[config.mk]
export PLATFORM = sky130hd
export DESIGN_NAME = mux_bus_mem_decode
export DESIGN_NICKNAME = d
export VERILOG_FILES = /design/src/rtl/mbd_pkg.sv /design/src/rtl/mbd_addr_hold.sv /design/src/rtl/mbd_phase.sv /design/src/rtl/mbd_space_decode.sv /design/src/rtl/mux_bus_mem_decode.sv
export SDC_FILE = /design/constraint.sdc
export NUM_CORES = 1
export LEC_CHECK = 0
export BUFFER_PORTS_ARGS = -buffer_cell sky130_fd_sc_hd__buf_2
export CORE_MARGIN = 2
export CORE_UTILIZATION = 32
export DETAILED_ROUTE_END_ITERATION = 16
export PLACE_DENSITY = 0.78
export SLEW_MARGIN = 15
export SYNTH_ARGS = -nofsm -noshare
export SYNTH_HDL_FRONTEND = slang
export SYNTH_HIERARCHICAL = 1
export SYNTH_SLANG_ARGS = --single-unit
export TNS_END_PERCENT = 5
[constraint.sdc]
create_clock -name clk -period 0.8 [get_ports clk]
set_input_delay 0.08 -clock clk [delete_from_list [all_inputs] [get_ports clk]]
set_output_delay 0.08 -clock clk [all_outputs]
set_load 0.02 [all_outputs]
[src/rtl/mbd_pkg.sv]
package mbd_pkg;
    typedef enum logic [1:0] {
        PH_IDLE   = 2'd0,
        PH_FETCH  = 2'd1,
        PH_DREAD  = 2'd2,
        PH_DWRITE = 2'd3
    } bus_phase_e;

    typedef struct packed {
        logic prom;
        logic drom;
        logic dram;
        logic win;
    } sel_t;
endpackage

[src/rtl/mbd_addr_hold.sv]
module mbd_addr_hold #(
    parameter int LO_W = 8
) (
    input  logic            clk,
    input  logic            rst_n,
    input  logic            ale,
    input  logic [LO_W-1:0] ad_lo,
    output logic [LO_W-1:0] lo_addr
);
    logic [LO_W-1:0] held_q;

    // capture every cycle the strobe is high; hold while it is low
    always_ff @(posedge clk or negedge rst_n) begin
        if (!rst_n)   held_q <= '0;
        else if (ale) held_q <= ad_lo;
    end

    // transparent path while the strobe is high
    assign lo_addr = ale ? ad_lo : held_q;
endmodule

[src/rtl/mbd_phase.sv]
module mbd_phase
    import mbd_pkg::*;
(
    input  logic       psen_n,
    input  logic       rd_n,
    input  logic       wr_n,
    output bus_phase_e phase
);
    // code fetch outranks data strobes; read outranks write
    always_comb begin
        if (!psen_n)    phase = PH_FETCH;
        else if (!rd_n) phase = PH_DREAD;
        else if (!wr_n) phase = PH_DWRITE;
        else            phase = PH_IDLE;
    end
endmodule

[src/rtl/mbd_space_decode.sv]
module mbd_space_decode
    import mbd_pkg::*;
#(
    parameter int               BANK_W   = 2,
    parameter int               WIN_W    = 4,
    parameter logic [BANK_W-1:0] RAM_BANK = 2'b10,
    parameter logic [BANK_W-1:0] ROM_BANK = 2'b00,
    parameter logic [WIN_W-1:0]  WIN_TAG  = 4'b0011
) (
    input  bus_phase_e        phase,
    input  logic [WIN_W-1:0]  top_bits,
    input  logic              shared_rom,
    input  logic              win_mode,
    output sel_t              sel
);
    localparam int SHIFT = WIN_W - BANK_W;

    logic [BANK_W-1:0] bank;
    logic              in_win;
    logic              data_ph;

    assign bank    = top_bits[WIN_W-1 -: BANK_W];
    assign in_win  = (top_bits == WIN_TAG);
    assign data_ph = (phase == PH_DREAD) || (phase == PH_DWRITE);

    always_comb begin
        sel = '0;
        unique case (phase)
            PH_IDLE:  sel = '0;
            PH_FETCH: sel.prom = 1'b1;
            PH_DREAD, PH_DWRITE: begin
                if (win_mode) begin
                    sel.win = in_win;
                end else begin
                    sel.dram = (bank == RAM_BANK);
                    if (bank == ROM_BANK) begin
                        if (shared_rom) sel.prom = data_ph;
                        else            sel.drom = data_ph;
                    end
                end
            end
            default:  sel = '0;
        endcase
    end

    if (SHIFT < 0) begin : g_bad_width
        initial $error("WIN_W must be at least BANK_W");
    end
endmodule

[src/rtl/mux_bus_mem_decode.sv]
module mux_bus_mem_decode
    import mbd_pkg::*;
#(
    parameter int LO_W   = 8,
    parameter int HI_W   = 8,
    parameter int BANK_W = 2,
    parameter int WIN_W  = 4
) (
    input  logic                 clk,
    input  logic                 rst_n,
    input  logic                 ale,
    input  logic [LO_W-1:0]      ad_lo,
    input  logic [HI_W-1:0]      a_hi,
    input  logic                 psen_n,
    input  logic                 rd_n,
    input  logic                 wr_n,
    input  logic                 shared_rom,
    input  logic                 win_mode,
    output logic [LO_W+HI_W-1:0] addr,
    output logic                 prom_cs_n,
    output logic                 prom_oe_n,
    output logic                 drom_cs_n,
    output logic                 dram_cs_n,
    output logic                 win_cs_n,
    output logic                 mem_oe_n,
    output logic                 mem_we_n
);
    localparam int AW = LO_W + HI_W;

    logic [LO_W-1:0] lo_addr;
    bus_phase_e      phase;
    sel_t            sel;

    mbd_addr_hold #(.LO_W(LO_W)) u_hold (
        .clk     (clk),
        .rst_n   (rst_n),
        .ale     (ale),
        .ad_lo   (ad_lo),
        .lo_addr (lo_addr)
    );

    mbd_phase u_phase (
        .psen_n (psen_n),
        .rd_n   (rd_n),
        .wr_n   (wr_n),
        .phase  (phase)
    );

    mbd_space_decode #(.BANK_W(BANK_W), .WIN_W(WIN_W)) u_dec (
        .phase      (phase),
        .top_bits   (a_hi[HI_W-1 -: WIN_W]),
        .shared_rom (shared_rom),
        .win_mode   (win_mode),
        .sel        (sel)
    );

    assign addr = {a_hi, lo_addr};

    always_comb begin
        prom_cs_n = ~sel.prom;
        drom_cs_n = ~sel.drom;
        dram_cs_n = ~sel.dram;
        win_cs_n  = ~sel.win;
        mem_oe_n  = rd_n;
        prom_oe_n = shared_rom ? (psen_n & rd_n) : psen_n;
        mem_we_n  = ~(~wr_n & (sel.dram | sel.win));
    end

    logic unused_ok;
    assign unused_ok = ^addr[AW-1:0];
endmodule

== After elaboration in Yosys (flattened, before gate mapping) ==
Cells that the tools add are included.
Storage, ports and cells
  flip-flop bits (word level): 8
  latch bits: 0
  bits in writable memories: 0
  bits in read-only memories: 0
  input bits: 24
  output and inout port bits: 23
  logic and storage cells: 31
  memories kept: 0
Operators by class
  add/subtract/negate cells: 0
  multipliers: 0
  div/mod/pow operators: 0
  $lt $le $gt $ge: 0
  eq/ne operators: 5
  shift operators: 0
  mux-type cells: 12
  bitwise gates (word level): 9
  reduce and logical (&&, ||, !) cells: 4
Operator list (count)
  2-bit two-way mux: 4
  8-bit two-way mux: 1
  2-bit == test (second input constant): 3
  3-bit two-way mux: 2
  1-bit inverter: 6
  4-bit by 2-bit == test with 1-bit output (second input constant): 1
  2-bit zero test: 2
  1-bit two-way mux: 4
  1-bit one-hot mux with 3 select lines: 1
  1-bit AND: 2
  2-bit by 1-bit == test with 1-bit output (second input constant): 1
  2-bit OR reduction: 1
  1-bit logical OR: 1
  1-bit bitwise OR: 1

== Depth between registers and ports, before layout ==
  depth in word-level cells: 12
  gate-level depth with buffers: 5
  mapped depth without buffers: 5

== Modules after synthesis ==
Netlist, hierarchy kept.
Modules (own cells, without submodules)
  mbd_addr_hold: instances 1, cells each 17, area an instance 331.6 µm², seq. area each 200.2 µm²
  mux_bus_mem_decode: instances 1, cells each 16, area an instance 101.3 µm², seq. area each 0.0 µm²
  mbd_space_decode: instances 1, cells each 8, area an instance 66.3 µm², seq. area each 0.0 µm²
  mbd_phase: instances 1, cells each 3, area an instance 23.8 µm², seq. area each 0.0 µm²

== Least setup slack after synthesis ==
OpenSTA, ideal clock, no wires.
  path kind: input to output
  start point: input psen_n
  end point: output mem_we_n
  data arrival time: 0.789 ns
  required time: 0.720 ns
  setup slack: -0.069 ns
  cell stages on the path: 4
  buffers on the path: 0
  path through: a21boi_2 -> nand2b_4 -> nor3b_1 -> o21bai_1
RTL lines
  from (decl): line mux_bus_mem_decode.sv:14  | input logic psen_n,
  to (decl): line mux_bus_mem_decode.sv:26  | output logic mem_we_n

== Worst setup path in the final report ==
  start point: register u_hold.held_q[1]
  end point: output addr[1]
Between the ends
  cells in the longest elaborated chain, start to end: 1
RTL lines
  from (decl): line mbd_addr_hold.sv:10  | logic [LO_W-1:0] held_q;
  from (signal assigned): line mbd_addr_hold.sv:15  | else if (ale) held_q <= ad_lo;
  8-bit two-way mux
  to (decl): line mux_bus_mem_decode.sv:19  | output logic [LO_W+HI_W-1:0] addr,
No other way between the ends.

==> flow_metrics.env <==
export IMPL_cts_sinks=8
export IMPL_start_util=0.343
export IMPL_skew_ns=0
export IMPL_syn_inst=44
export IMPL_via_per_inst=4.60
export IMPL_min_period_ns=1.11
export IMPL_yosys_area_top_type="dfrtp_1"
export IMPL_syn_nets=68
export IMPL_nets=105
export IMPL_port_buffers=38
export IMPL_cts_made_buffers=3
export IMPL_status="finished with violations"
export IMPL_antenna_found_initial=0
export IMPL_synth_warning_count=6
export IMPL_r2r_end="u_hold/held_q[1]"
export IMPL_worstMarginPinSlew_ns=0.264
export IMPL_dp_hpwl_um=903
export IMPL_fin_crit_sh=1.39
export IMPL_cap_violations=0
export IMPL_path_class="flop to primary output"
export IMPL_rows=14
export IMPL_overflow=0
export IMPL_drive_gt1_frac=0.759
export IMPL_setup_viol=14
export IMPL_synth_cell_types=17
export IMPL_syn_area_per_cell_um2=11.9
export IMPL_worst_ir_drop_vdd_uv=908
export IMPL_total_power_mw=1.19
export IMPL_drt_iter0_markers=0
export IMPL_reg2reg_depth=2
export IMPL_endpoint_kind="primary output"
export IMPL_crit_path_start_kind="flop"
export IMPL_grt_pass1_wl_mm=2.00
export IMPL_yosys_top_cells_area="dfrtp_1 (38%), mux2_4 (23%), buf_4 (13%)"
export IMPL_synth_area_um2=523
export IMPL_grt_pass1_vias=478
export IMPL_grt_use_total=0.140
export IMPL_grt_setup_unrepaired="yes"
export IMPL_reg_top3="u_hold/held_q: 8 flops"
export IMPL_chipHeight_um=44.4
export IMPL_hold_viol=0
export IMPL_tritoncts="done"
export IMPL_die_area_um2=1970
export IMPL_area_delta_synth_final_pct=51.2
export IMPL_crit_reg2reg_launch="u_hold/held_q[1]"
export IMPL_grt_max_degree=9
export IMPL_endpoint="addr[1]"
export IMPL_htree_levels=1
export IMPL_pin_count=47
export IMPL_drv_slew=0
export IMPL_die_w_um=44.4
export IMPL_insertion_delay_ns=0.24
export IMPL_hp_class="input port to flop"
export IMPL_core_area_um2=1520
export IMPL_vias=437
export IMPL_ant_nets=0
export IMPL_firstDrtPassIters=1
export IMPL_r2r_setup_slack_ns=-0.09
export IMPL_synth_top_area_frac=0.383
export IMPL_worst_hold_slack_ns=0.0907
export IMPL_total_leakage_power_nw=0.411
export IMPL_routedWlPerCell_um=12.5
export IMPL_fin_tns_setup_ns=-3.22
export IMPL_clk_pin_slew_ns=0.05
export IMPL_n_antenna_cell=0
export IMPL_cp_required_ns=0.72
export IMPL_ys_seq_area_frac=0.383
export IMPL_wl_mm=1.19
export IMPL_place_inst=90
export IMPL_top_register="u_hold/held_q"
export IMPL_worst_ep_arrival_time_ns=1.03
export IMPL_clock_root_buffer="clkbuf_4"
export IMPL_fmax_ghz=0.900
export IMPL_min_path_cells=2
export IMPL_cp_max_fo=2
export IMPL_relSlewSlack=0.824
export IMPL_violations="setup timing"
export IMPL_largest_reg_flops=8
export IMPL_cts_buffer_depth=2
export IMPL_critPathLaunch="u_hold/held_q[1]"
export IMPL_fin_ws_ns=-0.312
export IMPL_drc=0
export IMPL_power_density_nw_per_um2=1500
export IMPL_finalNonFillerCells=95
export IMPL_pre_cts_ws_ns=-0.260
export IMPL_gp_congestion=0.758
export IMPL_ys_ff_latch=8
## worst min-delay path by stage
stage,start,slack (ns),to
global placement,rst_n,-0.08,u_hold/held_q[7]
floorplan,rst_n,-0.22,u_hold/held_q[0]
CTS,ad_lo[7],0.07,u_hold/held_q[7]
finish,ad_lo[6],0.09,u_hold/held_q[6]
detailed placement,rst_n,-0.07,u_hold/held_q[3]
global route,ad_lo[7],0.08,u_hold/held_q[7]
## synth_stat cells, drive strengths merged
library cell / instances
a21boi: 2
buf: 10
dfrtp: 8
inv: 6
mux2: 8
nand2: 1
nand2b: 2
nand4b: 1
nor2: 1
nor3b: 1
nor4: 1
o21ai: 1
o21bai: 1
o41ai: 1
## metrics by stage
step                      instance area [um^2]  utilization
after floorplan                            532            -
after global placement                     678        0.445
after detailed placement                   678        0.445
after CTS                                  783        0.514
after global routing                       791        0.519
final                                      791        0.519
## what timing repair did
action	in CTS	in global routing
pin swaps	2	0
gates resized for setup	20	0
hold endpoints to repair	8	0
setup buffers	0	1
endpoints found under the setup margin	13	15
hold buffers	1	0
## where the power goes
part           switching (mW)  total (mW)  internal, mW
clock network           0.119       0.290         0.170
logic                   0.210       0.438         0.228
registers              0.0146       0.460         0.446
## cell families after synthesis
logic type | Yosys count | synth area share
buffers and inverters | 16 | 0.194
muxes | 8 | 0.230
DFF | 8 | 0.383
and+or+nand+nor | 7 | 0.0957
AOI/OAI and AO/OA | 5 | 0.0981
## worst max-delay path, stage by stage, from the launching register on
cell and delay, ns:
dfrtp_1 0.38, mux2_4 0.28, buf_6 0.13
## cell type report
class,count,area (um^2)
fill,141,733
inverter,6,22.5
clock buffer,3,22.5
multi-input combinational,20,253
sequential,8,200
tap,16,20.0
timing repair buffer,42,273
## layout by cell type, fill, tap and decap left out
cell,Yosys,layout
buf_4,9,3
a21boi_4,0,1
o21ai_2,1,1
mux2_4,8,8
nor3b_4,0,1
o41ai_2,1,1
buf_2,0,30
nand2b_1,1,1
nand4b_1,1,1
dlygate4sd3_1,0,1
buf_6,1,8
clkbuf_4,0,3
o21bai_2,0,1
nor2_2,0,1
nor4_2,0,1
dfrtp_1,8,8
a21boi_1,1,1
nand2_1,1,1
nand2b_4,1,1
inv_1,6,6
## layer usage
layer	wire length, um	vias up	global-route usage
met2	629	32	0.250
met5	0	-	0
met4	0	0	0.0727
met3	136	0	0.0163
met1	420	196	0.164
li1	-	209	-
No activity file was read; power rests on OpenSTA's default activity.
